## src/rtl/irq_route_pkg.sv

```systemverilog
package irq_route_pkg;

    localparam int LINE_LEG_CH0  = 0;
    localparam int LINE_LEG_CH1  = 8;
    localparam int LINE_CLK_PASS = 8;
    localparam int CAP_ROUTE_BIT = 2;

    typedef enum logic [1:0] {
        EV_NONE  = 2'd0,
        EV_HOLD  = 2'd1,
        EV_PULSE = 2'd2,
        EV_MSG   = 2'd3
    } ev_kind_e;

    typedef struct packed {
        logic [31:0] addr;
        logic [31:0] data;
    } msg_beat_t;

    // Decide what a single expiry strobe turns into.
    function automatic ev_kind_e classify_ev(logic live, logic fire,
                                             logic level, logic msg);
        if (!live || !fire) return EV_NONE;
        if (msg)            return EV_MSG;
        if (level)          return EV_HOLD;
        return EV_PULSE;
    endfunction

    // Destination line of a channel, legacy override applied.
    function automatic int pick_line(int ch, logic legacy, int route_val);
        if (legacy && ch == 0) return LINE_LEG_CH0;
        if (legacy && ch == 1) return LINE_LEG_CH1;
        return route_val;
    endfunction

endpackage

```

## src/rtl/irq_status_bank.sv

```systemverilog
module irq_status_bank
    import irq_route_pkg::*;
#(
    parameter int N_CH = 4
) (
    input  logic            clk,
    input  logic            rst,
    input  logic            glb_en,
    input  logic [N_CH-1:0] ch_en,
    input  logic [N_CH-1:0] ch_level,
    input  logic [N_CH-1:0] ch_msg_en,
    input  logic [N_CH-1:0] expire,
    input  logic            sts_wr,
    input  logic [N_CH-1:0] sts_wdata,
    output logic [N_CH-1:0] sts_q,
    output logic [N_CH-1:0] pulse_q,
    output logic [N_CH-1:0] msg_req
);

    logic [N_CH-1:0] msg_prev_q;

    for (genvar i = 0; i < N_CH; i++) begin : g_ch
        logic     live;
        logic     msg_rise;
        logic     wr_clr;
        ev_kind_e kind;

        always_comb begin
            live     = glb_en & ch_en[i];
            msg_rise = ch_msg_en[i] & ~msg_prev_q[i];
            wr_clr   = sts_wr & sts_wdata[i];
            kind     = classify_ev(live, expire[i], ch_level[i], ch_msg_en[i]);
            msg_req[i] = (kind == EV_MSG);
        end

        always_ff @(posedge clk) begin
            if (rst) begin
                sts_q[i]      <= 1'b0;
                pulse_q[i]    <= 1'b0;
                msg_prev_q[i] <= 1'b0;
            end else begin
                msg_prev_q[i] <= ch_msg_en[i];
                pulse_q[i]    <= (kind == EV_PULSE);
                if (kind == EV_HOLD) begin
                    sts_q[i] <= 1'b1;
                end else if (!live || msg_rise || wr_clr) begin
                    sts_q[i] <= 1'b0;
                end
            end
        end
    end

endmodule

```

## src/rtl/irq_msg_arb.sv

```systemverilog
module irq_msg_arb
    import irq_route_pkg::*;
#(
    parameter int N_CH  = 4,
    parameter int MSG_W = 32
) (
    input  logic                    clk,
    input  logic                    rst,
    input  logic [N_CH-1:0]         msg_req,
    input  logic [N_CH*2*MSG_W-1:0] ch_msg_word,
    output logic                    msg_valid,
    output logic [MSG_W-1:0]        msg_addr,
    output logic [MSG_W-1:0]        msg_data
);

    localparam int WORD_W = 2 * MSG_W;

    logic [N_CH-1:0]   pend_q;
    logic [N_CH-1:0]   grant_oh;
    logic              any_pend;
    int                win_idx;
    logic [WORD_W-1:0] win_word;

    always_comb begin
        any_pend = 1'b0;
        win_idx  = 0;
        for (int c = 0; c < N_CH; c++) begin
            if (!any_pend && pend_q[c]) begin
                any_pend = 1'b1;
                win_idx  = c;
            end
        end
        grant_oh = any_pend ? (N_CH'(1) << win_idx) : '0;
        win_word = ch_msg_word[win_idx*WORD_W +: WORD_W];
    end

    always_ff @(posedge clk) begin
        if (rst) begin
            pend_q    <= '0;
            msg_valid <= 1'b0;
            msg_addr  <= '0;
            msg_data  <= '0;
        end else begin
            pend_q    <= (pend_q & ~grant_oh) | msg_req;
            msg_valid <= any_pend;
            if (any_pend) begin
                msg_addr <= win_word[WORD_W-1:MSG_W];
                msg_data <= win_word[MSG_W-1:0];
            end
        end
    end

endmodule

```

## src/rtl/irq_line_mux.sv

```systemverilog
module irq_line_mux
    import irq_route_pkg::*;
#(
    parameter int N_CH    = 4,
    parameter int N_LINES = 24,
    parameter int ROUTE_W = 5
) (
    input  logic                    legacy_en,
    input  logic [N_CH*ROUTE_W-1:0] ch_route,
    input  logic [N_CH-1:0]         src_active,
    input  logic                    clk_irq_q,
    output logic [N_LINES-1:0]      lines
);

    localparam int LW = $clog2(N_LINES);

    always_comb begin
        lines = '0;
        for (int ch = 0; ch < N_CH; ch++) begin
            int tgt;
            tgt = pick_line(ch, legacy_en, int'(ch_route[ch*ROUTE_W +: ROUTE_W]));
            if (src_active[ch] && tgt < N_LINES) begin
                lines[LW'(tgt)] = 1'b1;
            end
        end
        if (!legacy_en && clk_irq_q) begin
            lines[LINE_CLK_PASS] = 1'b1;
        end
    end

endmodule

```

## src/rtl/irq_route_top.sv

```systemverilog
module irq_route_top
    import irq_route_pkg::*;
#(
    parameter int N_CH    = 4,
    parameter int N_LINES = 24,
    parameter int ROUTE_W = 5,
    parameter int MSG_W   = 32
) (
    input  logic                    clk,
    input  logic                    rst,
    input  logic                    glb_en,
    input  logic                    legacy_en,
    input  logic [N_CH-1:0]         ch_en,
    input  logic [N_CH-1:0]         ch_level,
    input  logic [N_CH-1:0]         ch_msg_en,
    input  logic [N_CH*ROUTE_W-1:0] ch_route,
    input  logic [N_CH*2*MSG_W-1:0] ch_msg_word,
    input  logic [N_CH-1:0]         expire,
    input  logic                    sts_wr,
    input  logic [N_CH-1:0]         sts_wdata,
    input  logic                    rtc_irq,
    output logic [N_LINES-1:0]      irq_out,
    output logic [N_CH-1:0]         sts_q,
    output logic                    msg_valid,
    output logic [MSG_W-1:0]        msg_addr,
    output logic [MSG_W-1:0]        msg_data,
    output logic [N_LINES-1:0]      route_cap
);

    localparam logic [N_LINES-1:0] CAP_MASK = N_LINES'(1) << CAP_ROUTE_BIT;

    logic [N_CH-1:0] pulse_q;
    logic [N_CH-1:0] msg_req;
    logic            rtc_q;

    always_ff @(posedge clk) begin
        if (rst) rtc_q <= 1'b0;
        else     rtc_q <= rtc_irq;
    end

    assign route_cap = CAP_MASK;

    irq_status_bank #(.N_CH(N_CH)) u_bank (
        .clk       (clk),
        .rst       (rst),
        .glb_en    (glb_en),
        .ch_en     (ch_en),
        .ch_level  (ch_level),
        .ch_msg_en (ch_msg_en),
        .expire    (expire),
        .sts_wr    (sts_wr),
        .sts_wdata (sts_wdata),
        .sts_q     (sts_q),
        .pulse_q   (pulse_q),
        .msg_req   (msg_req)
    );

    irq_msg_arb #(.N_CH(N_CH), .MSG_W(MSG_W)) u_arb (
        .clk         (clk),
        .rst         (rst),
        .msg_req     (msg_req),
        .ch_msg_word (ch_msg_word),
        .msg_valid   (msg_valid),
        .msg_addr    (msg_addr),
        .msg_data    (msg_data)
    );

    irq_line_mux #(.N_CH(N_CH), .N_LINES(N_LINES), .ROUTE_W(ROUTE_W)) u_mux (
        .legacy_en  (legacy_en),
        .ch_route   (ch_route),
        .src_active (sts_q | pulse_q),
        .clk_irq_q  (rtc_q),
        .lines      (irq_out)
    );

endmodule

```

## config.mk

```make
export PLATFORM = sky130hd
export DESIGN_NAME = irq_route_top
export DESIGN_NICKNAME = d
export VERILOG_FILES = /design/src/rtl/irq_route_pkg.sv /design/src/rtl/irq_status_bank.sv /design/src/rtl/irq_msg_arb.sv /design/src/rtl/irq_line_mux.sv /design/src/rtl/irq_route_top.sv
export SDC_FILE = /design/constraint.sdc
export NUM_CORES = 1
export LEC_CHECK = 0
export CAP_MARGIN = 25
export CORE_AREA = 2 2 164 166
export CTS_CLUSTER_DIAMETER = 30
export DETAILED_ROUTE_END_ITERATION = 7
export DIE_AREA = 0 0 166 168
export DONT_BUFFER_PORTS = 1
export HOLD_SLACK_MARGIN = 0.06
export PLACE_DENSITY = 0.43
export SETUP_SLACK_MARGIN = 0.3
export SYNTH_ARGS = -nofsm -noshare
export SYNTH_HDL_FRONTEND = slang
export SYNTH_SLANG_ARGS = --single-unit
```

## constraint.sdc

```tcl
create_clock -name clk -period 4 [get_ports clk]
set_input_delay 0.4 -clock clk [delete_from_list [all_inputs] [get_ports clk]]
set_output_delay 0.4 -clock clk [all_outputs]
set_load 0.1 [all_outputs]
```

==> impl_metrics.env <==
export IMPL_run_status="completed"
export IMPL_clock_root_buffer="sky130_fd_sc_hd__clkbuf_16"
export IMPL_finalWorstPathRequiredPeriod_ns=2.57
export IMPL_achievable_frequency_ghz=0.389
export IMPL_max_clock_path_buffers=2
export IMPL_min_path_type="input pin to register"
export IMPL_power_density_nw_per_um2=418
export IMPL_fp_dieH_um=168
export IMPL_tritoncts_num_sinks=82
export IMPL_vias_per_cell=5.19
export IMPL_p_leak_nw=2.20
export IMPL_area_inside_the_core_boundary_um2=26400
export IMPL_cts_reportedPaths_clkPinSlew_ns=0.06
export IMPL_antenna_found_initial=0
export IMPL_drcViolationCount=0
export IMPL_post_route_cells_drive_above_1_share_pct=12.1
export IMPL_setup_viol_count_final=0
export IMPL_synth_distinct_cells=54
export IMPL_mostFrequentLayoutCell="sky130_fd_sc_hd__dfxtp_1"
export IMPL_ant_nets=0
export IMPL_number_of_drc_violations_after_detailed_routing_iteration_0=440
export IMPL_cts_repair_resized=0
export IMPL_required_ns=3.60
export IMPL_flow_area_growth_from_synthesis_pct=11.2
export IMPL_worst_setup_path_end_kind="output pin"
export IMPL_wire_per_inst_um=21.3
export IMPL_r2r_worst_path_cells=5
export IMPL_pin_count_of_the_biggest_net_entering_global_routing=75
export IMPL_unrepaired_setup_endpoints_after_global_routing="no"
export IMPL_grt_ovfl_total=0
export IMPL_number_of_standard_cell_rows_in_the_floorplan=60
export IMPL_synth_ff_type="sky130_fd_sc_hd__dfxtp_1"
export IMPL_grt_use_total_pct=14.4
export IMPL_io_pins=419
export IMPL_numPortBuffers=0
export IMPL_synthesis_yosys_warnings=0
export IMPL_grt_busiest_layer="met2"
export IMPL_tns_ns=0
export IMPL_synth_cell_area_um2=5470
export IMPL_preCtsSetupSlack_ns=1.52
export IMPL_clk_latency_ns=0.34
export IMPL_grtUsageMet2_pct=23.7
export IMPL_cts_setup_buffers=0
export IMPL_post_synth_edffs=0
export IMPL_final_nets=973
export IMPL_grt_pass1_vias=5116
export IMPL_initial_utilization_pct=20.8
export IMPL_final_hold_violation_count=0
export IMPL_max_slew_vio_count=0
export IMPL_layout_cells_most_common_list="sky130_fd_sc_hd__dfxtp_1 (80), sky130_fd_sc_hd__nand2_1 (75), sky130_fd_sc_hd__nor2_1 (67)"
export IMPL_post_route_setup_slack_ns=1.43
export IMPL_regToRegStartpoint="u_arb.pend_q[0]$_SDFF_PP0_"
export IMPL_final_period_utilization_pct=64.3
export IMPL_vdd_ir_drop_worst_v=0.000172
export IMPL_worst_slew_pin_transition_ns=1.06
export IMPL_max_cap_violations=0
export IMPL_area_sequential_um2=1640
export IMPL_n_fill_cell=2960
export IMPL_worstHoldPathCells=1
export IMPL_chipWidth_um=166
export IMPL_gp_congestion=0.802
export IMPL_num_antenna_cells=0
export IMPL_crit_arrival_ns=2.17
export IMPL_cts_buffers_inserted=9
export IMPL_min_from="rst"
export IMPL_synth_area_per_cell_um2=7.98
export IMPL_critPathKind="register to output pin"
export IMPL_synthArstFlopShare_pct=0
export IMPL_dp_cells=1000
export IMPL_global_route_usage_met3_pct=3.88
export IMPL_critPathLaunchType="register"
export IMPL_die_outline_area_um2=27900
export IMPL_route_vias_total=5281
export IMPL_ys_ff_latch=82
export IMPL_cts_tree="yes"
export IMPL_global_route_wire_length_before_repair_mm=31.2
export IMPL_timing_slew_headroom_pct=28.9
export IMPL_post_synthesis_sequential_area_ratio_pct=30.0
export IMPL_worst_r2r_setup_slack_ns=1.64
export IMPL_multi_input_combinational_cell_area_um2=3350
export IMPL_wirelength_mm=21.7
export IMPL_global_route_usage_met1_pct=18.0
export IMPL_hpwlAfterDp_mm=16.6
export IMPL_stdcell_count=1017
export IMPL_htree_levels=3
export IMPL_finClkSkew_ns=0.00949
export IMPL_hold_path_end="u_bank.msg_prev_q[1]$_SDFF_PP0_"
export IMPL_reg2reg_to="u_arb.msg_data[13]$_SDFFE_PP0P_"
export IMPL_worstPathMaxFanout=5
export IMPL_syn_inst=685
export IMPL_cts_hold_repair_buffers=0
export IMPL_dr_pass1_iters=5
[metrics by stage]
| step | power, W | util [%] | hold slack (ns) | instance area [um2] |
|---|---|---|---|---|
| 3_5_place_dp | 0.00165 | 21.8 | 0.475 | 5760 |
| 2_1_floorplan | 0.00162 | - | 0.477 | 5580 |
| 3_3_place_gp | 0.00165 | 21.8 | 0.475 | 5740 |
| 4_1_cts | 0.00259 | 23.0 | 0.102 | 6070 |
| 5_1_grt | 0.00265 | 23.1 | 0.106 | 6080 |
| 6_report | 0.00254 | 23.1 | 0.128 | 6080 |
[synthesized netlist by cell type, drive strengths merged (2+ instances only)]
cell | instances | area share, %
nand3b | 5 | 0.69
clkbuf | 14 | 0.96
nand2b | 5 | 0.71
a2bb2oi | 3 | 0.48
nand3 | 26 | 2.4
a221oi | 20 | 3.2
o32ai | 2 | 0.32
buf | 72 | 9.1
mux2 | 14 | 2.9
and3 | 5 | 0.57
nand2 | 76 | 5.3
o221ai | 33 | 5.3
or3 | 2 | 0.23
o22ai | 2 | 0.23
a211oi | 4 | 0.55
a22oi | 14 | 1.9
or4b | 2 | 0.37
o21ai | 7 | 0.64
o21a | 29 | 4.0
and2 | 2 | 0.23
nor2 | 68 | 4.7
conb | 2 | 0.14
a311oi | 30 | 4.8
dfxtp | 82 | 30
o21bai | 15 | 2.1
inv | 18 | 1.2
nor4 | 2 | 0.50
nor4b | 2 | 0.32
nor2b | 6 | 0.69
nor3 | 33 | 4.6
mux2i | 14 | 2.6
a21oi | 49 | 4.5
nor3b | 9 | 1.2
nand4 | 7 | 0.80
and3b | 2 | 0.32
[how the worst max path moves through the flow]
stage                                      endpoint                         start  slack, ns  cells after the start
finish                                   irq_out[9]  u_bank.sts_q[2]$_SDFFE_PP0P_       1.43                      6
CTS                                      irq_out[9]  u_bank.sts_q[2]$_SDFFE_PP0P_       1.42                      6
floorplan                               irq_out[14]  u_bank.sts_q[0]$_SDFFE_PP0P_       0.32                      3
global route                             irq_out[0]  u_bank.sts_q[2]$_SDFFE_PP0P_       1.26                      6
global placement    u_arb.msg_data[13]$_SDFFE_PP0P_    u_arb.pend_q[0]$_SDFF_PP0_       1.53                      5
detailed placement  u_arb.msg_data[13]$_SDFFE_PP0P_    u_arb.pend_q[0]$_SDFF_PP0_       1.52                      5
[cell families after synthesis]
logic type	Yosys count	share of synthesized area [%]
buf+inv	104	11.3
simple gates	255	24.0
compound gates	214	29.1
mux	28	5.44
other cells	2	0.137
flops	82	30.0
[registers in the layout (all words and copies together) (netlist names)]
register and cells:
u_bank.sts_q 4, u_bank.msg_prev_q 4, u_arb.pend_q 4, u_arb.msg_data 32, u_arb.msg_valid 1, rtc_q 1
u_arb.msg_addr 32, u_bank.pulse_q 4
[final cells by class]
class	instances	area share, %
Tap cell	341	7.02
Clock buffer	12	3.89
Sequential cell	82	27.0
Multi-Input combinational cell	529	55.1
Clock inverter	4	1.26
Timing Repair Buffer	31	4.63
Inverter	18	1.11
[per-layer routing]
metal,wire [um],share of wire [%]
met4,627,2.9
met2,10100,47
met3,1670,7.7
met5,0,0
met1,9240,43
[report_power, final]
group	internal (W)	total, W	switching (W)
Clock	0.000550	0.000909	0.000359
Combinational	0.000109	0.000382	0.000273
Sequential	0.000868	0.00125	0.000384
Total	0.00153	0.00254	0.00102
[critical path, stage by stage (launching register included)]
cell and delay (ns):
sky130_fd_sc_hd__dfxtp_1 0.30, sky130_fd_sc_hd__buf_4 0.31, sky130_fd_sc_hd__nor2_1 0.13, sky130_fd_sc_hd__nor3b_1 0.45, sky130_fd_sc_hd__a22oi_1 0.17, sky130_fd_sc_hd__nand3_1 0.16
sky130_fd_sc_hd__buf_4 0.30
Power figures use the tool's default switching activity.
